$ cat config.mk
export PLATFORM = sky130hd
export DESIGN_NAME = dma_chan_ctrl
export DESIGN_NICKNAME = d
export VERILOG_FILES = /design/src/rtl/dcc_pkg.sv /design/src/rtl/dcc_hs_port.sv /design/src/rtl/dcc_byte_fifo.sv /design/src/rtl/dma_chan_ctrl.sv
export SDC_FILE = /design/constraint.sdc
export NUM_CORES = 1
export LEC_CHECK = 0
export CAP_MARGIN = 20
export CORE_MARGIN = 5
export CORE_UTILIZATION = 50
export CTS_CLUSTER_SIZE = 40
export DETAILED_ROUTE_END_ITERATION = 8
export DONT_BUFFER_PORTS = 1
export GPL_TIMING_DRIVEN = 1
export PLACE_DENSITY = 0.68
export SLEW_MARGIN = 20
export SYNTH_ARGS = -nofsm -noshare
export SYNTH_HDL_FRONTEND = slang
export SYNTH_SLANG_ARGS = --single-unit
$ cat constraint.sdc
create_clock -name clk -period 8.2 [get_ports clk]
set_input_delay 2.05 -clock clk [delete_from_list [all_inputs] [get_ports clk]]
set_output_delay 2.05 -clock clk [all_outputs]
set_load 0.005 [all_outputs]
$ cat src/rtl/dcc_pkg.sv
package dcc_pkg;

    // Channel control states
    typedef enum logic [1:0] {
        CH_OFF      = 2'd0,
        CH_ACTIVE   = 2'd1,
        CH_STOPPING = 2'd2
    } ch_state_e;

    localparam int MAX_LANES = 16;

    // Mask with the n lowest lanes set
    function automatic logic [MAX_LANES-1:0] low_lanes(input int unsigned n);
        logic [MAX_LANES-1:0] m;
        m = '0;
        for (int unsigned i = 0; i < MAX_LANES; i++) begin
            if (i < n) m[i] = 1'b1;
        end
        return m;
    endfunction

endpackage

$ cat src/rtl/dcc_hs_port.sv
// One outstanding request/response handshake; payload held across retries.
module dcc_hs_port #(
    parameter int PW = 8
) (
    input  logic          clk,
    input  logic          rst,
    input  logic          issue,
    input  logic [PW-1:0] pay_in,
    input  logic          rsp_valid,
    input  logic          rsp_retry,
    output logic          req,
    output logic [PW-1:0] pay,
    output logic          okay
);
    assign okay = req && rsp_valid && !rsp_retry;

    always_ff @(posedge clk) begin
        if (rst) begin
            req <= 1'b0;
            pay <= '0;
        end else if (okay) begin
            req <= 1'b0;
        end else if (!req && issue) begin
            req <= 1'b1;
            pay <= pay_in;
        end
    end
endmodule

$ cat src/rtl/dcc_byte_fifo.sv
// Circular byte buffer: one push per cycle, pop of up to LANES bytes, word peek.
module dcc_byte_fifo #(
    parameter int W     = 8,
    parameter int DEPTH = 8,
    parameter int LANES = 4,
    localparam int PTR_W = $clog2(DEPTH),
    localparam int CNT_W = $clog2(DEPTH + 1),
    localparam int NB_W  = $clog2(LANES + 1)
) (
    input  logic               clk,
    input  logic               rst,
    input  logic               flush,
    input  logic               push,
    input  logic [W-1:0]       push_data,
    input  logic [NB_W-1:0]    pop_n,
    output logic [CNT_W-1:0]   count,
    output logic [LANES*W-1:0] peek
);
    logic [W-1:0]     mem_q [DEPTH];
    logic [PTR_W-1:0] wp_q, rp_q;
    logic [CNT_W-1:0] cnt_q;

    always_ff @(posedge clk) begin
        if (rst || flush) begin
            wp_q  <= '0;
            rp_q  <= '0;
            cnt_q <= '0;
        end else begin
            if (push) wp_q <= wp_q + 1'b1;
            rp_q  <= rp_q + PTR_W'(pop_n);
            cnt_q <= cnt_q + CNT_W'(push) - CNT_W'(pop_n);
        end
    end

    always_ff @(posedge clk) begin
        if (push) mem_q[wp_q] <= push_data;
    end

    for (genvar i = 0; i < LANES; i++) begin : g_lane
        logic [PTR_W-1:0] idx;
        assign idx = rp_q + PTR_W'(i);
        assign peek[i*W +: W] = mem_q[idx];
    end

    assign count = cnt_q;
endmodule

$ cat src/rtl/dma_chan_ctrl.sv
module dma_chan_ctrl
    import dcc_pkg::*;
#(
    parameter int SRC_W      = 8,
    parameter int DST_W      = 32,
    parameter int FIFO_DEPTH = 8,
    parameter int LEN_W      = 12
) (
    input  logic                   clk,
    input  logic                   rst,
    input  logic                   glb_en,
    input  logic                   en_set,
    input  logic                   en_clr,
    input  logic                   susp,
    input  logic [LEN_W-1:0]       xfer_len,
    output logic                   ch_en,
    output logic                   fifo_empty,
    output logic                   src_req,
    output logic [LEN_W-1:0]       src_idx,
    input  logic                   src_rsp_valid,
    input  logic                   src_rsp_retry,
    input  logic [SRC_W-1:0]       src_rdata,
    output logic                   dst_req,
    output logic [DST_W-1:0]       dst_wdata,
    output logic [DST_W/SRC_W-1:0] dst_strb,
    input  logic                   dst_rsp_valid,
    input  logic                   dst_rsp_retry
);
    localparam int BPW   = DST_W / SRC_W;
    localparam int CNT_W = $clog2(FIFO_DEPTH + 1);
    localparam int NB_W  = $clog2(BPW + 1);

    typedef struct packed {
        logic [NB_W-1:0]  nb;
        logic [BPW-1:0]   strb;
        logic [DST_W-1:0] data;
    } dst_beat_t;

    ch_state_e        st_q;
    logic [LEN_W-1:0] len_q, rd_cnt_q, wr_cnt_q, remaining;
    logic [CNT_W-1:0] fcnt;
    logic [DST_W-1:0] peek;
    logic [NB_W-1:0]  word_n, pop_n;
    logic             dis_now, start, ports_idle, done_now, stop_now, flush;
    logic             src_issue, src_ok, dst_can, dst_issue, dst_ok;
    dst_beat_t        beat_in, dst_pay;

    // Control decisions
    assign dis_now    = en_clr || !glb_en;
    assign start      = (st_q == CH_OFF) && en_set && !en_clr && glb_en;
    assign ports_idle = !src_req && !dst_req;
    assign remaining  = len_q - wr_cnt_q;
    assign done_now   = (st_q == CH_ACTIVE) && !dis_now && ports_idle && (wr_cnt_q == len_q);
    assign stop_now   = ports_idle &&
                        (((st_q == CH_ACTIVE) && dis_now) || (st_q == CH_STOPPING));
    assign flush      = start || stop_now;

    // Source side: one beat at a time while space remains
    assign src_issue = (st_q == CH_ACTIVE) && !dis_now && !susp &&
                       (rd_cnt_q < len_q) && (fcnt < CNT_W'(FIFO_DEPTH));

    // Destination side: full word, or exactly the tail of the transfer
    assign dst_can   = (fcnt >= CNT_W'(BPW)) ||
                       ((fcnt != '0) && (LEN_W'(fcnt) == remaining));
    assign dst_issue = (st_q == CH_ACTIVE) && !dis_now && dst_can;
    assign word_n    = (fcnt >= CNT_W'(BPW)) ? NB_W'(BPW) : NB_W'(fcnt);

    always_comb begin
        logic [BPW-1:0] strb;
        strb         = BPW'(low_lanes(32'(word_n)));
        beat_in.nb   = word_n;
        beat_in.strb = strb;
        for (int i = 0; i < BPW; i++) begin
            beat_in.data[i*SRC_W +: SRC_W] = strb[i] ? peek[i*SRC_W +: SRC_W] : '0;
        end
    end

    assign pop_n = dst_ok ? dst_pay.nb : '0;

    dcc_byte_fifo #(
        .W     (SRC_W),
        .DEPTH (FIFO_DEPTH),
        .LANES (BPW)
    ) fifo_i (
        .clk       (clk),
        .rst       (rst),
        .flush     (flush),
        .push      (src_ok),
        .push_data (src_rdata),
        .pop_n     (pop_n),
        .count     (fcnt),
        .peek      (peek)
    );

    dcc_hs_port #(.PW(LEN_W)) src_port_i (
        .clk       (clk),
        .rst       (rst),
        .issue     (src_issue),
        .pay_in    (rd_cnt_q),
        .rsp_valid (src_rsp_valid),
        .rsp_retry (src_rsp_retry),
        .req       (src_req),
        .pay       (src_idx),
        .okay      (src_ok)
    );

    dcc_hs_port #(.PW($bits(dst_beat_t))) dst_port_i (
        .clk       (clk),
        .rst       (rst),
        .issue     (dst_issue),
        .pay_in    (beat_in),
        .rsp_valid (dst_rsp_valid),
        .rsp_retry (dst_rsp_retry),
        .req       (dst_req),
        .pay       (dst_pay),
        .okay      (dst_ok)
    );

    always_ff @(posedge clk) begin
        if (rst) begin
            st_q     <= CH_OFF;
            len_q    <= '0;
            rd_cnt_q <= '0;
            wr_cnt_q <= '0;
        end else begin
            if (src_ok) rd_cnt_q <= rd_cnt_q + 1'b1;
            if (dst_ok) wr_cnt_q <= wr_cnt_q + LEN_W'(dst_pay.nb);
            unique case (st_q)
                CH_OFF: begin
                    if (start) begin
                        st_q     <= CH_ACTIVE;
                        len_q    <= xfer_len;
                        rd_cnt_q <= '0;
                        wr_cnt_q <= '0;
                    end
                end
                CH_ACTIVE: begin
                    if (dis_now)       st_q <= ports_idle ? CH_OFF : CH_STOPPING;
                    else if (done_now) st_q <= CH_OFF;
                end
                CH_STOPPING: begin
                    if (ports_idle) st_q <= CH_OFF;
                end
                default: st_q <= CH_OFF;
            endcase
        end
    end

    assign ch_en      = (st_q != CH_OFF);
    assign fifo_empty = !dst_req && !dst_can;
    assign dst_wdata  = dst_pay.data;
    assign dst_strb   = dst_pay.strb;
endmodule

# Yosys cells after proc, flatten, opt, wreduce, memory -nomap -nowiden
# Memory sizes are Yosys's and may differ from the RTL's. A register that Yosys moved wholly into a read port is not among the register bits.
# Cells that the tools add are included.
word_totals:
  output_inout_bits: 52
  latchBits: 0
  romBits: 0
  elab_cells: 106
  ramBits: 64
  mem_count: 1
  ff_bits: 101
  in_bits: 30
mem_list:
  columns: ["memory", "depth", "width", "read_ports", "rd_ports_with_merged_regs", "write_ports", "line", "text"]
  rows:
  - ["fifo_i.mem_q", 8, 8, 4, 1, 1, "dcc_byte_fifo.sv:19", "logic [W-1:0] mem_q [DEPTH];"]
op_classes:
  eq_ne: 7
  addsub: 10
  n_mux: 24
  shifts: 0
  n_reduce_logical: 44
  mul: 0
  n_div: 0
  bitwise_logic: 2
  magnitude_cmp: 7
op_table:
  columns: ["op", "count"]
  rows:
  - ["2-to-1 mux 12 bit", 6]
  - ["2-to-1 mux 8 bit", 4]
  - ["logical AND 1 bit", 21]
  - ["adder 12 x 1 -> 12 bit (second input constant)", 1]
  - ["adder 12 x 3 -> 12 bit", 1]
  - ["== test 12 bit", 1]
  - ["== test 4 x 12 -> 1 bit", 1]
  - ["< comparator 12 bit", 1]
  - ["subtractor 12 bit", 1]
  - ["2-to-1 mux 2 bit", 5]
  - ["logical NOT 1 bit", 9]
  - ["adder 3 x 1 -> 3 bit (second input constant)", 2]
  - ["adder 3 x 2 -> 3 bit (second input constant)", 2]
  - ["< comparator 1 x 3 -> 1 bit (first input constant)", 2]
  - ["< comparator 2 x 3 -> 1 bit (first input constant)", 2]
  - ["2-to-1 mux 1 bit", 6]
  - ["2-to-1 mux 3 bit", 2]
  - ["one-hot mux 2 bit (3 select lines)", 1]
  - ["AND reduction 2 bit", 3]
  - ["logical OR 1 bit", 5]
  - ["adder 4 x 1 -> 4 bit", 1]
  - ["greater-or-equal comparator 4 x 3 -> 1 bit (second input constant)", 1]
  - ["< comparator 4 bit (second input constant)", 1]
  - ["inequality test 2 bit (second input constant)", 2]
  - ["11 further kinds", 13]

# Longest topological paths before layout
logic_depth:
  depth_word: 9
  depth_mapped: 13
  mapped_depth_nobuf: 11

# Cells and area by module
# A second synthesis with hierarchy kept.
unflattened:
  hier_cells: 855
  area_unflattened_um2: 9429.0
modules_own_cells:
  columns: ["mod", "seq_area_each_um2", "area_per_inst_um2", "cells_each", "instances"]
  rows:
  - ["dcc_byte_fifo", 2122.0, 4132.7, 244, 1]
  - ["dma_chan_ctrl", 760.7, 2901.5, 372, 1]
  - ["dcc_hs_port (dst_port_i)", 800.8, 1798.0, 181, 1]
  - ["dcc_hs_port (src_port_i)", 260.2, 596.8, 58, 1]

# Worst setup path before layout
# No wires, ideal clock.
synth_timing:
  path_type: "register to output"
  start: "reg len_q[0]"
  end: "out fifo_empty"
  required_ns: 6.150
  arrival_time_ns: 2.368
  path_buffers: 0
  path_slack_ns: 3.782
  path_stages_with_launch: 11
  cell_sequence: "dfxtp_1 -> inv_1 -> ha_1 -> fa_1 -> nand3b_1 -> a21oi_1 -> a211oi_1 -> or3_1 -> xnor2_1 -> nor3_2 -> nor3_1"
synth_between:
  elab_chain_len: 6
synth_rtl:
  columns: ["item", "line", "text"]
  rows:
  - ["start, declared", "dma_chan_ctrl.sv:40", "logic [LEN_W-1:0] len_q, rd_cnt_q, wr_cnt_q, remaining;"]
  - ["start signal, assigned", "dma_chan_ctrl.sv:132", "len_q <= xfer_len;"]
  - ["subtractor 12 bit", "dma_chan_ctrl.sv:52", "assign remaining = len_q - wr_cnt_q;"]
  - ["== test 4 x 12 -> 1 bit", "dma_chan_ctrl.sv:64", "((fcnt != '0) && (LEN_W'(fcnt) == remaining));"]
  - ["logical AND 1 bit", "dma_chan_ctrl.sv:64", null]
  - ["logical OR 1 bit", "dma_chan_ctrl.sv:63", "assign dst_can = (fcnt >= CNT_W'(BPW)) ||"]
  - ["logical NOT 1 bit", "dma_chan_ctrl.sv:150", "assign fifo_empty = !dst_req && !dst_can;"]
  - ["logical AND 1 bit", "dma_chan_ctrl.sv:150", null]
  - ["end, declared", "dma_chan_ctrl.sv:17", "output logic fifo_empty,"]
# Every way passes these cells.

# Worst setup path after layout
# Ends and elaborated chain as after synthesis.

==> impl_metrics.py <==
metrics = {
    "floorplanning": {
        "ios": 82,
        "dieArea_um2": 21200,
        "design.core.area_um2": 18000,
        "placementRows": 49,
        "die_w_um": 146,
        "start_util": 0.511,
        "die_h_um": 146,
    },
    "setup_path": {
        "cp-start-kind": "register",
        "crit_buf_inv": 1,
        "endpoint_kind": "output port",
        "regToRegStartpoint": "len_q[0]",
        "worstPathMaxFanout": 5,
        "cp-startpoint": "len_q[0]",
        "r2r_cells": 11,
        "crit_required_ns": 6.15,
        "critical_path.cell_chain": "inv_1, ha_1, fa_1, nand3b_1, a21oi_1, a211oi_1, or3_1, xnor2_1, nor3_2, nor3_1",
        "rrSetupSlack_ns": 4.56,
        "crit_cells": 10,
        "arrival_ns": 3.08,
        "crit_type": "reg2out",
        "cp_top_family": "simple AND/OR/NAND/NOR gates",
        "crit_end": "fifo_empty",
        "critPathSlowestCell": "fa_1",
        "r2r_end": "dst_port_i.pay[34]",
        "cp_slowest_stage_delay_ns": 0.41,
    },
    "routing": {
        "drt_wl_total_mm": 21.8,
        "wire_per_inst_um": 22.0,
        "dr_total_vias": 6087,
        "drc": 0,
        "ant_nets": 0,
        "drt_iter0_drc": 421,
        "dr.pass1.iters": 5,
        "drt-vias-per-instance": 6.14,
    },
    "power_and_ir_drop": {
        "powerDensity_nw_per_um2": 182,
        "ir_worst_vdd_v": 0.000178,
        "leakagePower_nw": 3.41,
    },
    "synthesis": {
        "yosys_warnings": 0,
        "synth.most_common_cell": "dfxtp_1",
        "synthTopCellsByArea": "dfxtp_1 22%, edfxtp_1 21%, mux4_2 16%, ha_1 4.9%, mux2i_1 4.1%",
        "syn_inst": 798,
        "synth_flop_cell": "dfxtp_1",
        "synth_commonest_cells": "100 x dfxtp_1, 64 x edfxtp_1, 64 x mux4_2",
        "avgSynthCellArea_um2": 11.5,
        "ys_async_sr_fraction": 0,
        "synth_top_area_frac": 0.217,
        "synth_edf_count": 64,
        "synth_nets": 868,
        "syn-cell-area_um2": 9210,
        "synth_top_area_cell": "dfxtp_1",
        "ys_ff_latch": 164,
        "ys_types": 63,
        "ys_seq_area_frac": 0.426,
    },
    "global_route": {
        "grt_pass1_vias": 6090,
        "grt_overflow": 0,
        "grt_pass1_wl_mm": 34.1,
        "grt_antenna_before_repair": 0,
        "grt_max_degree": 35,
        "grt_use_total": 0.203,
    },
    "timing": {
        "maxSlewViolCount": 0,
        "finalSetupTns_ns": 0,
        "slew_headroom": 0.267,
        "clock.fmax_mhz": 195,
        "finalCritPeriodShare": 0.625,
        "setup_violations": 0,
        "rsz0062_at_grt": "no",
        "worstMarginPinSlew_ns": 1.10,
        "whs_ns": 0.493,
        "fin_crit_ns": 5.13,
        "fin_skew_ns": 0.0100,
        "finalHoldViolCount": 0,
    },
    "clock_network": {
        "cts_made_buffers": 17,
        "post_cts_buffers": 0,
        "clkLatencyLatePin_ns": 0.43,
        "cts_resized": 0,
        "postCtsHoldBufs": 0,
        "clockBufferDepth": 2,
        "htreeDepth": 4,
        "path_clk_slew_ns": 0.06,
        "cts_tree": "yes",
        "cts-root-buf": "clkbuf_16",
        "clock_sinks": 164,
    },
    "worst_hold_path": {
        "hp-class": "reg2reg",
    },
    "run": {
        "drv_cap": 0,
    },
    "placement": {
        "hpwlAfterDp_mm": 15.9,
        "gp_congestion": 0.904,
        "io_buffer_count": 0,
    },
    "cells_and_area": {
        "area_growth_pct": 6.42,
        "drive_above_1_share": 0.186,
        "antennaDiodeCount": 0,
        "nets": 820,
    },
    "outcome": {
        "run_status": "finished clean",
    },
}
report_power, final:
| part | total, mW | switching [mW] | internal [mW] |
|---|---|---|---|
| registers | 0.850 | 0.00254 | 0.848 |
| clock network | 0.872 | 0.332 | 0.540 |
| logic | 0.0620 | 0.0369 | 0.0251 |
| total | 1.78 | 0.371 | 1.41 |
logic make-up (layout without fill, tap and decap cells):
group / Yosys count / in the layout / share of synthesized area
AND/OR/NAND/NOR: 173 / 173 / 0.0894
AO/OA/AOI/OAI: 136 / 136 / 0.110
multiplexers: 111 / 111 / 0.209
flip-flops: 164 / 164 / 0.426
adder cells (fa/ha/maj): 40 / 40 / 0.0576
buffers and inverters: 139 / 104 / 0.0747
XOR/XNOR: 35 / 35 / 0.0333
metrics by stage:
| stage | worst slack (ns) | utilization | instances | power [mW] | cell area (um2) |
|---|---|---|---|---|---|
| 3_5_place_dp | 3.40 | 0.507 | 960 | 0.930 | 9140 |
| 6_report | 3.07 | 0.544 | 992 | 1.78 | 9800 |
| 5_1_grt | 2.79 | 0.544 | 992 | 1.84 | 9800 |
| 3_3_place_gp | 3.51 | 0.507 | 960 | 0.929 | 9140 |
| 4_1_cts | 3.00 | 0.544 | 992 | 1.80 | 9800 |
| 2_1_floorplan | 3.78 | - | 798 | 0.920 | 9210 |
area by class of cell:
type / count / area (um2)
clock inverters: 11 / 159
flip-flops and latches: 164 / 3930
clock buffers: 21 / 504
repair buffers: 8 / 60.1
multi-input cells: 495 / 4630
well taps: 229 / 287
fillers: 1498 / 8220
inverters: 64 / 241
worst min-delay path, stage by stage, from the launching register on:
cell and delay (ns):
dfxtp_1 0.32, o21ai_0 0.07, a21oi_1 0.06
routing by layer:
layer / routed length (um) / global-route usage / vias up
met5: 0 / 0 / -
met4: 518 / 0.0672 / 0
met3: 1400 / 0.0579 / 47
met2: 11300 / 0.355 / 203
met1: 8590 / 0.239 / 3010
li1: - / - / 2827
state kept, by name, summed over array words and instances, names as in the netlist:
register,flops
fifo_i.mem_q,64
dst_port_i.pay,38
len_q,12
rd_cnt_q,12
src_port_i.pay,12
wr_cnt_q,12
fifo_i.count,4
fifo_i.rp_q,3
fifo_i.wp_q,3
st_q,2
dst_port_i.req,1
src_port_i.req,1
worst min-delay path by stage:
stage	startpoint	end	slack, ns	cells past startpoint
2_1_floorplan	dst_port_i.pay[8]	dst_port_i.pay[8]	0.43	2
3_3_place_gp	wr_cnt_q[10]	wr_cnt_q[10]	0.47	2
3_5_place_dp	wr_cnt_q[10]	wr_cnt_q[10]	0.48	2
4_1_cts	wr_cnt_q[10]	wr_cnt_q[10]	0.50	2
5_1_grt	dst_port_i.pay[8]	dst_port_i.pay[8]	0.52	2
6_report	wr_cnt_q[10]	wr_cnt_q[10]	0.49	2
placed cells by master, fill, tap and decap left out, types with 8 or more instances in the layout:
cell type and n:
mux4_2 64, nor3_1 8, buf_4 8, a21o_1 9
clkbuf_16 20, a21oi_1 30, ha_1 36, nand4_1 9
inv_1 62, edfxtp_1 64, o21ai_0 10, mux2i_1 38
nand2_1 45, a211oi_1 14, a41o_1 12, xor2_1 13
mux2_2 9, dfxtp_1 99, nor2_1 60, o22ai_1 25
o21ba_2 9, xnor2_1 21
No activity file was read; power rests on OpenSTA's default activity.
